**src/rtl/cmdchk_pkg.sv**
```systemverilog
package cmdchk_pkg;
  localparam logic [7:0] OP_RESET    = 8'hCF;
  localparam logic [7:0] OP_TERM     = 8'hC5;
  localparam logic [7:0] OP_REPEAT   = 8'hC6;
  localparam logic [7:0] OP_INT_RD   = 8'hC4;
  localparam logic [7:0] OP_SGL_RD   = 8'hCA;
  localparam logic [7:0] OP_BLK_RD   = 8'hC2;
  localparam logic [7:0] OP_BLK_RDX  = 8'hC8;
  localparam logic [7:0] ACK_TAG     = 8'hC3;

  typedef enum logic [2:0] {
    PH_IDLE, PH_SKIP, PH_ECHO, PH_STATUS, PH_MARK, PH_WORD, PH_CRC, PH_DACK
  } phase_t;

  typedef struct packed {
    logic ctrl;
    logic word_rd;
    logic blk_rd;
  } op_class_t;
endpackage

```
**src/rtl/cmdchk_opclass.sv**
```systemverilog
module cmdchk_opclass
  import cmdchk_pkg::*;
(
  input  logic [7:0] op,
  output op_class_t  cls
);
  always_comb begin
    cls.ctrl    = (op == OP_RESET) || (op == OP_TERM) || (op == OP_REPEAT);
    cls.word_rd = (op == OP_INT_RD) || (op == OP_SGL_RD);
    cls.blk_rd  = (op == OP_BLK_RD) || (op == OP_BLK_RDX);
  end
endmodule

```
**config.mk**
```make
export PLATFORM = sky130hd
export DESIGN_NAME = cmdchk_opclass
export DESIGN_NICKNAME = d
export VERILOG_FILES = /design/src/rtl/cmdchk_pkg.sv /design/src/rtl/cmdchk_opclass.sv
export SDC_FILE = /design/constraint.sdc
export NUM_CORES = 1
export LEC_CHECK = 0
export BUFFER_PORTS_ARGS = -buffer_cell sky130_fd_sc_hd__buf_2
export CELL_PAD_IN_SITES_DETAIL_PLACEMENT = 0
export CELL_PAD_IN_SITES_GLOBAL_PLACEMENT = 1
export CORE_AREA = 2 2 39 41
export DETAILED_ROUTE_END_ITERATION = 7
export DIE_AREA = 0 0 41 43
export PLACE_DENSITY = 0.33
export SLEW_MARGIN = 5
export SYNTH_ARGS = -nofsm -noshare
export SYNTH_HDL_FRONTEND = slang
export SYNTH_SLANG_ARGS = --single-unit
```
**constraint.sdc**
```tcl
create_clock -name vclk -period 0.8
set_clock_uncertainty 0.15 [all_clocks]
set_input_delay 0.08 -clock vclk [all_inputs]
set_output_delay 0.08 -clock vclk [all_outputs]
set_load 0.01 [all_outputs]
```
* Word level (Yosys, flattened, before mapping)
Cells that the tools add are included.
** Cells by class
- Eq/ne operators :: 7
- Reductions and logical operators :: 4
** Operator list (count)
- == test 8 bit (second input constant) :: 7
- logical OR 1 bit :: 4
** Word-level totals
- Output and inout bits :: 3
- Word-level logic and storage cells :: 11
- Input bits :: 8
- Bits in registers :: 0

* Longest topological paths before layout
Gate-level depths: netlist of the first run.
- Depth in word-level cells :: 3
- Gate-level depth with buffers :: 3

* Least setup slack after synthesis of the first run
No wires, ideal clock.
- Path kind :: input port to output port
- Start point :: input op[1]
- End point :: output cls[1] in the netlist's numbering
- Stages on the path :: 2
- Slack :: -105 ps
- Arrival :: 675 ps
- Data required time :: 570 ps
- Cells stage by stage :: or3b_1 a21oi_1
** RTL lines
- start, declared :: line cmdchk_opclass.sv:4 : input logic [7:0] op,
- end, declared :: line cmdchk_opclass.sv:5 : output op_class_t cls

==> out/results.txt, run 1 <==
Status = complete, but fails checks
Failing checks = setup timing
Worst path cell trace = buf_8, or3b_4, a21oi_2, buf_2
Pwr Density = 447.2 nW/um2
Buf/Inv on CP = 2
Slew @ Worst Pin = 0.1440 ns
Post-synthesis mux area share = 0%
Maximum vdd ir drop = 0.1517 mV
Final ANT Viol Nets = 0
Die X = 41 um
Final setup viols = 3
Initial antenna violation count = 0
Nets = 38
1st-iter DRT viols = 0
Register area share after synthesis = 0%
First-pass GRT wire length = 690 um
Post-layout instance area = 259.0 um2
Highest Clock Rate = 0.9521 GHz
Crit-path slowest cell = or3b_4
RSZ-0062 raised after global routing = true
GP Congestion = 0.5576
Port-buffer cells = 11
Kind of critical path = in -> out
Post-CTS Hold Fix Bufs = 0
Post-Syn Area = 70.07 um2
Detailed placer's ending HPWL = 368.3 um
Worst path depth = 4
CP required = 0.57 ns
Area Growth Syn to Fin = 269.6%
Hold Path Class = in -> out
Largest net degree at the start of global routing = 4
Hold_ws = 0.3487 ns
Simple-Gate Fraction of Synth Area = 73.21%
Placed cell areas = 198.9 um2
Tcrit/Tclk final = 131.3%
Min cycle time layout = 1.050 ns
Diode count = 0
Synth top area cells = a21oi_1, nand4b_1, or3b_1
Crit start category = input port
Number of distinct library cells after synthesis = 9
XOR/XNOR Fraction of Synth Area = 12.50%
DR vias = 155
Critical path startpoint = op[3]
Routed WL per cell = 9.932 um
Fin worst setup slack = -0.2503 ns
P_leak = 0.1112 nW
Syn Area/Cell = 6.370 um2
Register area = 0 um2
Syn nets = 19
Post-synthesis adder-cell area fraction = 0%
Layout cell share with drive strength beyond 1 = 85.71%
Final Hold Viols = 0
Routed wire length = 437 um
Final max-slew violation count = 0
Share of the synthesized area in the top cell type = 14.29%
Finished Layout Cells = 44
Die height = 43 um
Gr ovfl total = 0
Crit end category = output port
Cell taking the most area after synthesis = a21oi_1
Placed cells = 43
Final Core Density = 18.72%
End point of the critical path = cls[1]
Die area = 1763 um2
Synthesis Warnings = 0
Crit path DAT = 0.82 ns
TritonRoute pass-1 iters = 1
CP max stage delay = 0.39 ns
Row cnt = 14
Top Family by Delay on Critical Path = simple AND/OR/NAND/NOR gates
Vias per cell = 3.523
DRC viols = 0
IO Count = 11
Largest family of logic cells by synthesized area = simple AND/OR/NAND/NOR gates
Cells after synthesis = 11
Compound-Gate Fraction of Synth Area = 14.29%
GR Util All Layers = 5.400%
Number of global-route vias before repair = 188
CLK BUF = 0
Worst-path fanout max = 2
Place WS = -0.2961 ns
Slew HR = 90.35%
Core Area = 1384 um2
Sequential cells = 0
Starting density of the core = 5.063%
Max-Cap Viols = 0
## where the power goes
group / total [mW] / switching (mW) / internal [mW]
registers: 0 / 0 / 0
logic: 0.116 / 0.0441 / 0.0717
clock network: 0 / 0 / 0
## logic make-up after synthesis
logic type / after synthesis
compound gates: 2
simple gates: 8
xor+xnor: 1
## metrics by stage
stage / power (mW) / setup TNS, ns
floorplan: 0.02190 / -0.05886
global placement: 0.07807 / -0.7176
detailed placement: 0.07886 / -0.7064
CTS: 0.09987 / -0.7187
global route: 0.1249 / -0.8213
finish: 0.1158 / -0.6736
## per-layer routing
metal | vias up | global-route usage (%) | wire, um
met2 | 11 | 9.688 | 185
li1 | 78 | - | -
met3 | 0 | 1.047 | 59
met5 | - | 0 | 0
met4 | 0 | 0 | 0
met1 | 66 | 6.667 | 192
## timing repair
item	in CTS	in global routing
setup buffers	1	0
gates resized for setup	7	3
endpoints found under the setup margin	3	3
pin swaps	4	1
## synth_stat cells (all sizes together)
master / count
a21oi: 2
nor2: 2
nand3b: 1
nand4: 1
nand4b: 1
nor3: 1
nor3b: 1
or3b: 1
xnor2: 1
## layout make-up
type               instances  area (um2)
well taps                 16       20.02
multi-input cells         11       122.6
fillers                  157        1125
repair buffers            17       116.4
## layout by cell type (no fill, tap or decap)
master | synthesis | layout
nand3b_1 | 1 | 1
a21oi_2 | 0 | 2
nor2_1 | 2 | 1
nor2_4 | 0 | 1
nor3_2 | 0 | 1
buf_2 | 0 | 9
xnor2_4 | 0 | 1
nor3b_4 | 0 | 1
buf_4 | 0 | 6
nand4_1 | 1 | 1
buf_6 | 0 | 1
or3b_4 | 0 | 1
buf_8 | 0 | 1
nand4b_1 | 1 | 1
## worst min-delay path by stage
stage | start | slack [ns] | depth (start not counted) | end
3_3_place_gp | op[7] | 0.35 | 4 | cls[2]
6_report | op[7] | 0.35 | 4 | cls[2]
2_1_floorplan | op[2] | 0.04 | 1 | cls[0]
5_1_grt | op[7] | 0.37 | 4 | cls[2]
3_5_place_dp | op[7] | 0.34 | 4 | cls[2]
4_1_cts | op[7] | 0.35 | 4 | cls[2]
No activity file was read; power rests on OpenSTA's default activity.
==> run 2: changes to the inputs <==
--- a/config.mk
+++ b/config.mk
@@ -6,4 +6,5 @@
 export NUM_CORES = 1
 export LEC_CHECK = 0
+export ABC_AREA = 0
 export BUFFER_PORTS_ARGS = -buffer_cell sky130_fd_sc_hd__buf_2
 export CELL_PAD_IN_SITES_DETAIL_PLACEMENT = 0
==> constraint.sdc (replaced) <==
create_clock -name vclk -period 0.8
set_clock_uncertainty 0.15 [all_clocks]
set_input_delay 0.2 -clock vclk [all_inputs]
set_output_delay 0.2 -clock vclk [all_outputs]
set_load 0.01 [all_outputs]
==> out/results.txt, run 2 (same netlist as run 1, synthesis figures left out) <==
DRC viols = 0 (unchanged)
Slew @ Worst Pin = 0.1538 ns (+0.009816 ns)
IO Count = 11 (unchanged)
First-pass GRT wire length = 572 um (-17%)
Crit end category = output port
CLK BUF = 0 (unchanged)
Maximum vdd ir drop = 0.07611 mV (-50%)
Die X = 41 um (unchanged)
Post-layout instance area = 271.5 um2 (+4.8%)
DR vias = 143 (-7.7%)
TritonRoute pass-1 iters = 3 (+2)
Worst-path fanout max = 2 (unchanged)
Failing checks = setup timing
GR Util All Layers = 4.400% (-1.0 points)
Fillers = 160 (+1.9%)
Status = complete, but fails checks
P_leak = 0.1112 nW (about the same)
Fin worst setup slack = -0.4771 ns (-0.2268 ns)
Area Growth Syn to Fin = 287.5%
Row cnt = 14 (unchanged)
1st-iter DRT viols = 1 (+1)
Min cycle time layout = 1.277 ns (+0.2268 ns)
Tcrit/Tclk final = 159.6% (+28 points)
Hold_ws = 0.5885 ns (+0.2398 ns)
Hold Path Class = in -> out
Post-CTS setup buffers = 0 (-1)
Pwr Density = 442.4 nW/um2 (-1.1%)
Finished Layout Cells = 42 (-4.5%)
Die height = 43 um (unchanged)
Most frequent cells in the layout = buf_2, buf_6, buf_12, buf_4
Number of global-route vias before repair = 139 (-26%)
Crit start category = input port
Worst hold stages = 4 (unchanged)
Port-buffer cells = 11 (unchanged)
Placed cells = 42 (-2.3%)
Routed wire length = 397 um (-9.2%)
Gr ovfl total = 0 (unchanged)
Sequential cells = 0 (unchanged)
Layout cell share with drive strength beyond 1 = 80.77% (-4.9 points)
Die area = 1763 um2 (unchanged)
Detailed placer's ending HPWL = 321.8 um (-13%)
Vias per cell = 3.405 (-3.3%)
Multi-input gate area = 112.6 um2 (-8.2%)
Slew HR = 89.69% (-0.66 points)
Diode count = 0 (unchanged)
Core Area = 1384 um2 (unchanged)
CP required = 0.45 ns (-0.12 ns)
Nets = 36 (-5.3%)
Placed cell areas = 240.2 um2 (+21%)
Routed WL per cell = 9.452 um (-4.8%)
Commonest non-fill, non-tap cell in the layout = buf_2
Crit path DAT = 0.93 ns (+0.11 ns)
Hold Path Sink = cls[2]
Final setup viols = 3 (unchanged)
Hold path start = op[7]
RSZ-0062 raised after global routing = true
Kind of critical path = in -> out
Starting density of the core = 5.063% (unchanged)
Largest net degree at the start of global routing = 4 (unchanged)
Final max-slew violation count = 0 (unchanged)
Final ANT Viol Nets = 0 (unchanged)
Initial antenna violation count = 0 (unchanged)
Register area = 0 um2 (unchanged)
Final Hold Viols = 0 (unchanged)
Max-Cap Viols = 0 (unchanged)
GP Congestion = 0.6061 (+8.7%)
Highest Clock Rate = 0.7830 GHz (-18%)
==> run 2: power breakdown <==
| group | total, mW | internal, mW | switching [mW] | leakage [nW] |
|---|---|---|---|---|
| logic | 0.120 | 0.0786 | 0.0416 | 0.111 |
| registers | 0 | 0 | 0 | 0 |
| clock network | 0 | 0 | 0 | 0 |
==> run 2: worst max path at each step <==
| stage | end | startpoint | slack, ns |
|---|---|---|---|
| after floorplan | cls[1] | op[1] | -0.30 |
| after global placement | cls[1] | op[1] | -0.50 |
| after detailed placement | cls[1] | op[1] | -0.51 |
| after CTS | cls[1] | op[3] | -0.50 |
| after global routing | cls[1] | op[2] | -0.50 |
| final | cls[1] | op[1] | -0.48 |
==> run 2: repair_timing <==
item | CTS | global route
setup endpoints to repair | 3 | 3
resized for setup | 4 | 3
pin swaps | 2 | 2
hold buffers | 0 | 0
==> run 2: layout make-up <==
type	instances	area share [%]
well taps	16	7.373
repair buffers	15	51.15
multi-input cells	11	41.47
==> run 2: routing by layer <==
layer / part of all wire, % / global-route usage (%) / up-vias
met3: 3.5 / 0 / 0
li1: - / - / 73
met2: 69 / 9.688 / 3
met4: 0 / 0 / 0
met5: 0 / 0 / -
met1: 27 / 4.127 / 67
==> run 2: per-stage QoR <==
stage                     setup TNS [ns]  setup slack, ns  utilization, %  power, mW
final                             -1.329          -0.4771           19.62     0.1201
after global routing              -1.468          -0.4969           19.62     0.1269
after CTS                         -1.375          -0.5005           18.72     0.1125
after detailed placement          -1.431          -0.5065           17.36     0.1026
after global placement            -1.447          -0.5009           17.36     0.1018
after floorplan                  -0.6715          -0.2989               -    0.03204
==> run 2: critical path, cell delays in order <==
cell     delay [ns]
buf_8          0.10
or3b_4         0.38
a21oi_2        0.11
buf_2          0.13
==> run 3: changes to the inputs <==
==> constraint.sdc (replaced) <==
create_clock -name vclk -period 0.8
set_clock_uncertainty 0.15 [all_clocks]
set_input_delay 0.04 -clock vclk [all_inputs]
set_output_delay 0.04 -clock vclk [all_outputs]
set_load 0.01 [all_outputs]
==> out/results.txt, run 3 (same netlist as run 1, synthesis figures left out) <==
Port-buffer cells = 11 (unchanged)
1st-iter DRT viols = 2 (+1)
Largest net degree at the start of global routing = 4 (unchanged)
Area Growth Syn to Fin = 251.8%
Diode count = 0 (unchanged)
Crit path DAT = 0.79 ns (-0.14 ns)
Routed WL per cell = 10.38 um (+9.8%)
DR vias = 152 (+6.3%)
Die height = 43 um (unchanged)
Maximum vdd ir drop = 0.1468 mV (+93%)
Highest Clock Rate = 1.018 GHz (+30%)
IO Count = 11 (unchanged)
P_leak = 0.1021 nW (-8.2%)
Min cycle time layout = 0.9828 ns (-0.2943 ns)
Routed wire length = 436 um (+9.8%)
Crit-path slowest cell = or3b_4
Layout cell share with drive strength beyond 1 = 84.62% (+3.8 points)
GR Util All Layers = 4.895% (+0.50 points)
Final Hold Viols = 0 (unchanged)
Slew HR = 88.82% (-0.87 points)
First-pass GRT wire length = 648 um (+13%)
Max-Cap Viols = 0 (unchanged)
GP Congestion = 0.6723 (+11%)
Starting density of the core = 5.063% (unchanged)
Total power = 105.5 uW (-12%)
CLK BUF = 0 (unchanged)
CP required = 0.61 ns (+0.16 ns)
TritonRoute pass-1 iters = 3 (unchanged)
CP max stage delay = 0.38 ns (about the same)
Sequential cells = 0 (unchanged)
Worst path cell trace = buf_6, or3b_4, a21oi_2, buf_2
Final max-slew violation count = 0 (unchanged)
Final Core Density = 17.81% (-1.8 points)
Die X = 41 um (unchanged)
Core Area = 1384 um2 (unchanged)
Status = complete, but fails checks
Hold Path Sink = cls[2]
Worst-path fanout max = 2 (unchanged)
Final ANT Viol Nets = 0 (unchanged)
Final setup viols = 3 (unchanged)
Slew @ Worst Pin = 0.1669 ns (+0.01305 ns)
Row cnt = 14 (unchanged)
Hold path start = op[7]
Gr ovfl total = 0 (unchanged)
Fin worst setup slack = -0.1828 ns (+0.2943 ns)
Commonest non-fill, non-tap cell in the layout = buf_2
DRC viols = 0 (unchanged)
Die area = 1763 um2 (unchanged)
Crit start category = input port
Crit end category = output port
Register area = 0 um2 (unchanged)
Failing checks = setup timing
Worst hold stages = 4 (unchanged)
Initial antenna violation count = 0 (unchanged)
RSZ-0062 raised after global routing = true
Number of global-route vias before repair = 150 (+7.9%)
Vias per cell = 3.619 (+6.3%)
Kind of critical path = in -> out
Hold Path Class = in -> out
Pwr Density = 427.9 nW/um2 (-3.3%)
Tcrit/Tclk final = 122.8% (-37 points)
Nets = 36 (unchanged)
Most frequent cells in the layout = buf_2, buf_6, buf_4, a21oi_2
Post-CTS Hold Fix Bufs = 0 (unchanged)
run 3: changes by cell type in the layout (fill, tap and decap cells not counted):
cell	previous run	this run
buf_12	2	0
buf_4	2	4
a21oi_1	1	0
a21oi_2	1	2
buf_6	3	4
buf_8	1	0
run 3: cell type report:
class / instances / area, um2
fillers: 162 / 1137
multi-input cells: 11 / 116.4
repair buffers: 15 / 110.1
well taps: 16 / 20.02
run 3: worst max-delay path by stage:
stage	startpoint	end	slack, ns
finish	op[1]	cls[1]	-0.18
global route	op[1]	cls[1]	-0.22
CTS	op[3]	cls[1]	-0.18
detailed placement	op[1]	cls[1]	-0.21
global placement	op[5]	cls[0]	-0.19
floorplan	op[5]	cls[0]	-0.002
run 3: power by group:
group	internal, mW	leakage [nW]	switching, mW
Clock	0	0	0
Combinational	0.0646	0.102	0.0409
Sequential	0	0	0
run 3: through the flow:
stage | std cells | instance area, um2 | TNS (ns) | setup WS, ns | hold WS (ns)
after floorplan | 11 | 73.82 | -0.002319 | -0.002319 | -0.01560
after global placement | 41 | 171.4 | -0.5506 | -0.1938 | 0.2796
after detailed placement | 41 | 171.4 | -0.5910 | -0.2141 | 0.2672
after CTS | 42 | 217.7 | -0.4696 | -0.1760 | 0.2731
after global routing | 42 | 246.5 | -0.6253 | -0.2241 | 0.2989
final | 42 | 246.5 | -0.4955 | -0.1828 | 0.2715
run 3: repair_timing:
item                                    in CTS  in global routing
hold endpoints to repair                     0                  0
cloned                                       0                  0
gates resized for setup                      7                  5
pin swaps                                    8                  5
buffers inserted                             1                  0
endpoints found under the setup margin       3                  3
run 3: layer usage:
metal | up-vias | routed length (um) | part of all wire [%] | GRT usage, %
met2 | 11 | 167 | 38 | 6.563
li1 | 73 | - | - | -
met4 | 0 | 0 | 0 | 0
met5 | - | 0 | 0 | 0
met3 | 0 | 54 | 12 | 0.5236
met1 | 68 | 214 | 49 | 8.544
run 3: worst max-delay path: cells and delay by family:
| family | cells | cell delay [ns] |
|---|---|---|
| AOI/OAI and AO/OA | 1 | 0.14 |
| buffers and inverters | 2 | 0.23 |
| and+or+nand+nor | 1 | 0.38 |
